`config.mk`:
```
export PLATFORM = sky130hd
export DESIGN_NAME = bsp_conv
export DESIGN_NICKNAME = d
export VERILOG_FILES = /design/src/rtl/bsp_conv_pkg.sv /design/src/rtl/bsp_conv_mul.sv /design/src/rtl/bsp_conv_ctrl.sv /design/src/rtl/bsp_conv.sv
export SDC_FILE = /design/constraint.sdc
export NUM_CORES = 1
export LEC_CHECK = 0
export ABC_AREA = 1
export ABC_CLOCK_PERIOD_IN_PS = 11320
export BUFFER_PORTS_ARGS = -buffer_cell sky130_fd_sc_hd__buf_2
export CAP_MARGIN = 20
export CORE_MARGIN = 4
export CORE_UTILIZATION = 41
export CTS_CLUSTER_DIAMETER = 30
export DETAILED_ROUTE_END_ITERATION = 8
export GPL_TIMING_DRIVEN = 0
export PLACE_DENSITY = 0.66
export RECOVER_POWER = 100
export SYNTH_ARGS = -nofsm -noshare
export SYNTH_HDL_FRONTEND = slang
export SYNTH_SLANG_ARGS = --single-unit
```
`constraint.sdc`:
```
create_clock -name clk_i -period 11.32 [get_ports clk_i]
set_input_delay 1.698 -clock clk_i [delete_from_list [all_inputs] [get_ports clk_i]]
set_output_delay 1.698 -clock clk_i [all_outputs]
set_load 0.005 [all_outputs]
```
`src/rtl/bsp_conv_pkg.sv`:
```
package bsp_conv_pkg;
  localparam int unsigned DefDw   = 8;
  localparam int unsigned DefTaps = 8;

  // full-precision width of a sum of taps products of dw x dw bits
  function automatic int unsigned sum_width(int unsigned dw, int unsigned taps);
    return 2 * dw + $clog2(taps);
  endfunction
endpackage

```
`src/rtl/bsp_conv_mul.sv`:
```
module bsp_conv_mul #(
  parameter int unsigned DW = 8
) (
  input  logic          clk_i,
  input  logic          rst_ni,
  input  logic          en_i,
  input  logic          first_i,
  input  logic          d_i,
  input  logic [DW-1:0] coef_i,
  output logic          p_o
);
  logic [DW-1:0] acc_q;
  logic [DW-1:0] base;
  logic [DW:0]   sum;

  assign base = first_i ? '0 : acc_q;
  assign sum  = {1'b0, base} + (d_i ? {1'b0, coef_i} : '0);
  assign p_o  = sum[0];

  // registered carry/sum: (acc + h) >> 1 never exceeds DW bits
  always_ff @(posedge clk_i or negedge rst_ni) begin
    if (!rst_ni)   acc_q <= '0;
    else if (en_i) acc_q <= sum[DW:1];
  end
endmodule

```
`src/rtl/bsp_conv_ctrl.sv`:
```
module bsp_conv_ctrl #(
  parameter int unsigned NTAPS = 8,
  parameter int unsigned PER   = 16,
  localparam int unsigned TW   = $clog2(PER),
  localparam int unsigned ZW   = $clog2(NTAPS)
) (
  input  logic          clk_i,
  input  logic          rst_ni,
  input  logic          start_i,
  input  logic          last_i,
  output logic          go_o,
  output logic          zero_o,
  output logic [TW-1:0] t_o,
  output logic          busy_o,
  output logic          end_o,
  output logic          idle_o
);
  localparam logic [TW-1:0] LastT = TW'(PER - 1);
  localparam logic [ZW-1:0] Flush = ZW'(NTAPS - 1);

  logic          busy_q, zero_q, last_q;
  logic [TW-1:0] cnt_q;
  logic [ZW-1:0] zleft_q;
  logic          accept, auto_go;

  assign idle_o  = !busy_q && (zleft_q == '0);
  assign accept  = idle_o && start_i;
  assign auto_go = !busy_q && (zleft_q != '0);
  assign go_o    = accept || auto_go;
  assign t_o     = busy_q ? cnt_q : '0;
  assign zero_o  = busy_q ? zero_q : auto_go;
  assign end_o   = busy_q && (cnt_q == LastT);
  assign busy_o  = busy_q;

  always_ff @(posedge clk_i or negedge rst_ni) begin
    if (!rst_ni) begin
      busy_q  <= 1'b0;
      zero_q  <= 1'b0;
      last_q  <= 1'b0;
      cnt_q   <= '0;
      zleft_q <= '0;
    end else if (go_o) begin
      busy_q <= 1'b1;
      cnt_q  <= TW'(1);
      zero_q <= auto_go;
      last_q <= accept && last_i;
      if (auto_go) zleft_q <= zleft_q - 1'b1;
    end else if (busy_q) begin
      if (cnt_q == LastT) begin
        busy_q <= 1'b0;
        cnt_q  <= '0;
        last_q <= 1'b0;
        if (last_q) zleft_q <= Flush;
      end else begin
        cnt_q <= cnt_q + 1'b1;
      end
    end
  end
endmodule

```
`src/rtl/bsp_conv.sv`:
```
module bsp_conv import bsp_conv_pkg::*; #(
  parameter int unsigned DW    = DefDw,
  parameter int unsigned NTAPS = DefTaps,
  localparam int unsigned AW   = $clog2(NTAPS),
  localparam int unsigned OW   = sum_width(DW, NTAPS)
) (
  input  logic          clk_i,
  input  logic          rst_ni,
  input  logic          coef_we_i,
  input  logic [AW-1:0] coef_addr_i,
  input  logic [DW-1:0] coef_data_i,
  input  logic          bit_i,
  input  logic          start_i,
  input  logic          last_i,
  output logic [OW-1:0] y_o,
  output logic          valid_o
);
  localparam int unsigned PER = 2 * DW;
  localparam int unsigned TW  = $clog2(PER);
  localparam int unsigned BW  = $clog2(DW);
  localparam logic [TW-1:0] DwT = TW'(DW);

  logic          go, zero, busy, fin, idle, active, in_data, din;
  logic [TW-1:0] t_w;
  logic [BW-1:0] bsel;

  logic [DW-1:0] coef_q [NTAPS];
  logic [DW-1:0] hist_q [NTAPS-1];
  logic [DW-1:0] asm_q;
  logic [NTAPS-1:0] dbit, pbit;
  logic [OW-1:0] pop, ybase, ysum, yacc_q, y_q;
  logic          valid_q;

  bsp_conv_ctrl #(.NTAPS(NTAPS), .PER(PER)) u_ctrl (
    .clk_i  (clk_i),
    .rst_ni (rst_ni),
    .start_i(start_i),
    .last_i (last_i),
    .go_o   (go),
    .zero_o (zero),
    .t_o    (t_w),
    .busy_o (busy),
    .end_o  (fin),
    .idle_o (idle)
  );

  assign active  = go || busy;
  assign in_data = (t_w < DwT);
  assign bsel    = t_w[BW-1:0];
  assign din     = in_data && !zero && bit_i;

  always_ff @(posedge clk_i or negedge rst_ni) begin
    if (!rst_ni) begin
      for (int k = 0; k < NTAPS; k++) coef_q[k] <= '0;
    end else if (coef_we_i && idle && (int'(coef_addr_i) < NTAPS)) begin
      coef_q[coef_addr_i] <= coef_data_i;
    end
  end

  // word-level pipeline between taps
  always_ff @(posedge clk_i or negedge rst_ni) begin
    if (!rst_ni) begin
      asm_q <= '0;
      for (int k = 0; k < NTAPS - 1; k++) hist_q[k] <= '0;
    end else begin
      if (active && in_data) asm_q[bsel] <= din;
      if (fin) begin
        hist_q[0] <= asm_q;
        for (int k = 1; k < NTAPS - 1; k++) hist_q[k] <= hist_q[k-1];
      end
    end
  end

  assign dbit[0] = din;
  for (genvar k = 1; k < NTAPS; k++) begin : g_dbit
    assign dbit[k] = in_data && hist_q[k-1][bsel];
  end

  for (genvar k = 0; k < NTAPS; k++) begin : g_tap
    bsp_conv_mul #(.DW(DW)) u_mul (
      .clk_i  (clk_i),
      .rst_ni (rst_ni),
      .en_i   (active),
      .first_i(go),
      .d_i    (dbit[k]),
      .coef_i (coef_q[k]),
      .p_o    (pbit[k])
    );
  end

  always_comb begin
    pop = '0;
    for (int k = 0; k < NTAPS; k++) pop = pop + OW'(pbit[k]);
  end

  assign ybase = go ? '0 : yacc_q;
  assign ysum  = ybase + (pop << t_w);

  always_ff @(posedge clk_i or negedge rst_ni) begin
    if (!rst_ni) begin
      yacc_q  <= '0;
      y_q     <= '0;
      valid_q <= 1'b0;
    end else begin
      if (active) yacc_q <= ysum;
      valid_q <= fin;
      if (fin) y_q <= ysum;
    end
  end

  assign y_o     = y_q;
  assign valid_o = valid_q;
endmodule

```
Yosys cells after proc, flatten, opt, wreduce, memory -nomap -nowiden. Cells that the tools add are included.

Bits in registers: 241. Word-level logic and storage cells: 141.

Add/sub/neg operators: 18. Magnitude comparators: 5. Equal/unequal tests: 2. Shifts and indexed selects: 1. Multiplexer cells: 53. Bitwise logic cells: 1. Reductions and logical operators: 29.

Operators with widths (count): 8-bit 2-to-1 mux (17); 8-bit by 9-bit adder with 9-bit output (8); 64-bit bitwise mux (1); 8-bit demux with 3-bit select (1); 1-bit binary-select mux with 3-bit select (7); 19-bit adder (1); 19-bit 2-to-1 mux (1); 8-bit by 4-bit << shifter with 19-bit output (1); 1-bit logical AND (18); 4-bit 2-to-1 mux (4); 1-bit 2-to-1 mux (15); 3-bit 2-to-1 mux (5); 7-bit by 1-bit adder with 8-bit output (1); 8-bit bitwise mux (1); 6-bit by 1-bit adder with 7-bit output (1); 5-bit by 1-bit adder with 6-bit output (1); 2-bit nonzero test (3); 4-bit by 1-bit adder with 5-bit output (1); 3-bit by 1-bit adder with 4-bit output (1); 4-bit by 1-bit adder with 4-bit output (second input constant) (1); 4-bit equality test (second input constant) (1); 4-bit >= comparator (second input constant) (1); 3-bit by 4-bit < comparator with 1-bit output (second input constant) (1); 4-bit by 1-bit < comparator with 1-bit output (second input constant) (1); other kinds (14) (16).

Longest topological paths before layout.
Depth after elaboration: 17. Depth in mapped cells: 35. Depth with buffers taken out: 34.

Modules after synthesis. From an unflattened synthesis, not the netlist that was laid out.

Cell total of the unflattened synthesis: 2054. Area, all modules: 15088.2 µm².

Modules (own cells, without submodules): bsp_conv (instances 1, cells each 1017, area an instance 8157.8 µm², seq. area each 4179.0 µm²); bsp_conv_mul at g_tap[0].u_mul ... (instances 7, cells each 120, area an instance 790.8 µm², seq. area each 200.2 µm²); bsp_conv_mul at g_tap[7].u_mul (instances 1, cells each 121, area an instance 778.2 µm², seq. area each 200.2 µm²); bsp_conv_ctrl (instances 1, cells each 76, area an instance 616.8 µm², seq. area each 250.2 µm²).

Worst setup path after synthesis. OpenSTA, ideal clock, no wires.

Kind: input -> register. From: input port start_i. To: register y_q[14] (netlist: y_o[14]). Library setup time: 0.118 ns. Arrival time: 6.573 ns. Setup slack: 4.629 ns. Stages: 27. Cell sequence: o21bai_1 clkbuf_1 nand2_1 inv_1 ha_1 fa_1 inv_1 fa_1 inv_1 fa_1 ha_1 fa_1 xor2_1 mux2i_1 nand2_1 a31oi_1 nor2_1 ha_1 nand2_1 nor2_1 nand3_1 nand3_1 nand2_1 nand2_1 nand2_1 nand3_1 nand2_1.

Word-level cells in the longest chain between the ends: 13.

RTL lines: start: declaration (line bsp_conv.sv:13) `input logic start_i,`; 1-bit logical AND (*) (line bsp_conv_ctrl.sv:27) `assign accept = idle_o && start_i;`; 1-bit logical OR (*) (line bsp_conv_ctrl.sv:29) `assign go_o = accept || auto_go;`; 8-bit 2-to-1 mux (line bsp_conv_mul.sv:16) `assign base = first_i ? '0 : acc_q;`; 8-bit by 9-bit adder with 9-bit output (line bsp_conv_mul.sv:17) `assign sum = {1'b0, base} + (d_i ? {1'b0, coef_i} : '0);`; 1-bit by 1-bit adder with 2-bit output (line bsp_conv.sv:93) `for (int k = 0; k < NTAPS; k++) pop = pop + OW'(pbit[k]);`; 2-bit by 1-bit adder with 3-bit output (line bsp_conv.sv:93); 3-bit by 1-bit adder with 4-bit output (line bsp_conv.sv:93); 4-bit by 1-bit adder with 5-bit output (line bsp_conv.sv:93); 5-bit by 1-bit adder with 6-bit output (line bsp_conv.sv:93); 6-bit by 1-bit adder with 7-bit output (line bsp_conv.sv:93); 7-bit by 1-bit adder with 8-bit output (line bsp_conv.sv:93); 8-bit by 4-bit << shifter with 19-bit output (line bsp_conv.sv:97) `assign ysum = ybase + (pop << t_w);`; 19-bit adder (*) (line bsp_conv.sv:97); end signal: assignment (line bsp_conv.sv:107) `if (fin) y_q <= ysum;`; end: declaration (line bsp_conv.sv:31) `logic [OW-1:0] pop, ybase, ysum, yacc_q, y_q;`.

Mark *: on every way between the ends. The rest lies on a longest branch, timed or not. A chain may end at the register's enable or synchronous reset.

Worst setup path in the final report.
From: input port start_i. To: register y_q[17] (netlist: y_o[17]).

Same word-level chain as after synthesis.

==> results.ini <==
[worst_setup_path]
required_ps = 11770
cp_data_arrival_time_ps = 8030
path_max_fanout = 10
r2r_start = u_ctrl.cnt_q[0]
cp_slowest_cell = o21bai_1
worst_path_largest_cell_delay_ps = 620
cp-start-kind = primary input
critPathKind = primary input to flip-flop
worstSetupEndpointType = flip-flop
startpoint = start_i
crit_top_cell = nand2_1
r2r_cells = 29

[route]
drtIter0Drc = 999
route.vias.total = 12900
finalWirelength_um = 40500
wire_per_inst_um = 16.0
ant_nets = 0
drcViolationCount = 0
detail_route.vias_per_cell = 5.08
drt_pass1_iterations = 6

[sta]
drv_slew = 127
timing.slew.headroom = -1.74
fin_crit_ps = 7570
fmax_ghz = 0.132
fin_crit_sh = 0.669
tightest_slew_ps = 4120
fin_skew_ps = 30.5
finalSetupViolCount = 0
rsz0062_at_grt = no
fin_setup_tns_ps = 0
hold_viol = 0

[power_and_ir_drop]
intPower_mw = 2.64
powerDensity_nw_per_um2 = 246
p_leak_nw = 9.25
p_sw_frac = 0.377
power.share.combinational = 0.323
vdd_drop_max_v = 0.000140
p_seq_frac = 0.273
total_power_mw = 4.23
switching_power_mw = 1.59
clkPwrFrac = 0.404

[place]
dp_hpwl_um = 29000
numPortBuffers = 36
gp_congestion = 0.916

[global_route]
track_usage = 0.215
grt_antenna_before_repair = 0
gr-usage-met3 = 0.0345
first_global_vias = 12900
grt_pass1_wl_um = 66900
grt_remaining_overflow = 0
grt_max_degree = 118
gr-max-usage-layer = met2
grt_use_met2 = 0.344
grt_use_met1 = 0.302

[finish]
fin_util = 0.497
final_common_cell = nand2_1
antennaDiodeCount = 0
syn_to_final_growth_pct = 19.3
nets = 2147
drive_gt1_frac = 0.0722
fill_cells = 3355
mostFrequentLayoutCells = nand2_1, inv_1, dfrtp_1

[synth]
netlist_area_sq_um = 14400
ys_types = 43
yosys_register_bits = 241
postSynthAreaPerCell_sq_um = 7.46
synth_ff_type = dfrtp_1
synth_cells = 1932
synthArstFlopShare = 1.00
yosysWarnings = 0
synth-seq-area-share = 0.418
synth_edf_count = 0
synthesis.nets = 2050

[clock_network]
post_cts_resize_count = 0
clock_path_buffers = 3
cts-root-buf = clkbuf_16
insertion_delay_ps = 590
cts.clk_slew.worst_paths_ps = 40
cts_htree_levels = 2
postCtsSetupBuffers = 0
clock-sinks = 241
cts_tree = yes
hold_buffers = 0
cts_buffers = 57

[status]
status = complete, but fails checks
violations = capacitance limit, slew limit

[floorplan]
rows = 68
num_io_pins = 37
core_area_sq_um = 34600
start_util = 0.416
die_area_sq_um = 38200
die_h_um = 196
die_w_um = 196

[worst_hold_path]
hp-start = y_o[4]
hold_path_depth = 2
hold_class = flip-flop to flip-flop

[run]
max-cap-violations = 2

==> synthesized netlist by cell type, types with 5 or more instances <==
cell type / number / area (sq um)
a21boi_0: 10 / 75.1
clkbuf_1: 40 / 150
inv_1: 290 / 1090
o21bai_1: 10 / 75.1
xor2_1: 18 / 158
a31oi_1: 15 / 93.8
nand3_1: 73 / 365
o31ai_1: 6 / 45.0
buf_2: 15 / 75.1
o21ai_0: 166 / 831
a21oi_1: 68 / 340
dfrtp_1: 241 / 6030
nand3b_1: 14 / 105
nand2_1: 601 / 2260
xnor2_1: 14 / 123
nor3b_1: 7 / 52.6
nor2_1: 150 / 563
o22ai_1: 14 / 87.6
fa_1: 13 / 260
o21ai_1: 9 / 45.0
o211ai_1: 5 / 37.5
ha_1: 88 / 1100
nand4_1: 16 / 100
==> routing by layer <==
layer,wire length (um),vias to the layer above
met3,2260,82
met4,1030,0
met5,0,-
met2,18200,328
met1,19000,6117
li1,-,6338
==> through the flow <==
stage	hold slack, ps	cells	cell area (sq um)	worst slack, ps
after global routing	496	2533	17200	3010
final	469	2533	17200	3750
after detailed placement	461	2425	15200	3250
after global placement	446	2423	15200	3370
after CTS	474	2533	17300	3830
after floorplan	436	1932	14400	4630
==> path summary, 6_finish.rpt <==
check | endpoint | slack [ps]
max in group asynchronous | g_tap[7].u_mul.acc_q[4] | 4210
max reg2reg | y_o[17] | 4220
min reg2reg | y_o[4] | 470
max | y_o[17] | 3750
min in group asynchronous | hist_q[50] | 2070
min | y_o[4] | 470
==> flip-flops by register name, summed over array words and instances, names as in the netlist <==
register	flops
u_ctrl.busy_o	1
yacc_q	19
hist_q	56
u_ctrl.zero_q	1
u_ctrl.last_q	1
valid_o	1
y_o	19
asm_q	8
u_ctrl.cnt_q	4
u_ctrl.zleft_q	3
g_tap.u_mul.acc_q	64
coef_q	64
==> final cells by class <==
type,instances,area [sq um],area share
buffer,58,230,0.0134
inverter,295,1110,0.0644
sequential,241,6030,0.351
multi-input combinational,1338,7020,0.408
timing repair buffer,38,195,0.0113
clock inverter,34,428,0.0249
tap,455,569,0.0331
clock buffer,74,1620,0.0943
==> worst max-delay path, delay by kind of cell <==
family | cells | cell delay [ps]
buffers and inverters | 6 | 940
AOI/OAI and AO/OA | 3 | 1030
xor gates and xnor gates | 1 | 220
and+or+nand+nor | 9 | 1230
muxes | 1 | 120
adders and majority gates | 7 | 2790
==> logic make-up (layout without fill, tap and decap cells) <==
family / Yosys count / after routing / synth area share
simple gates: 883 / 883 / 0.249
buf+inv: 353 / 499 / 0.0935
compound gates: 320 / 320 / 0.124
flops: 241 / 241 / 0.418
fa+ha+maj: 101 / 101 / 0.0944
xor+xnor: 32 / 32 / 0.0194
mux: 2 / 2 / 0.00139
==> power by group through the flow <==
| stage | sequential [mW] | clock (mW) | combinational [mW] |
|---|---|---|---|
| global placement | 1.16 | 0 | 1.33 |
| detailed placement | 1.16 | 0 | 1.36 |
| finish | 1.15 | 1.71 | 1.37 |
| floorplan | 1.14 | 0 | 0.938 |
| CTS | 1.15 | 1.73 | 1.37 |
| global route | 1.18 | 1.78 | 1.55 |
No activity file was read; power rests on OpenSTA's default activity.
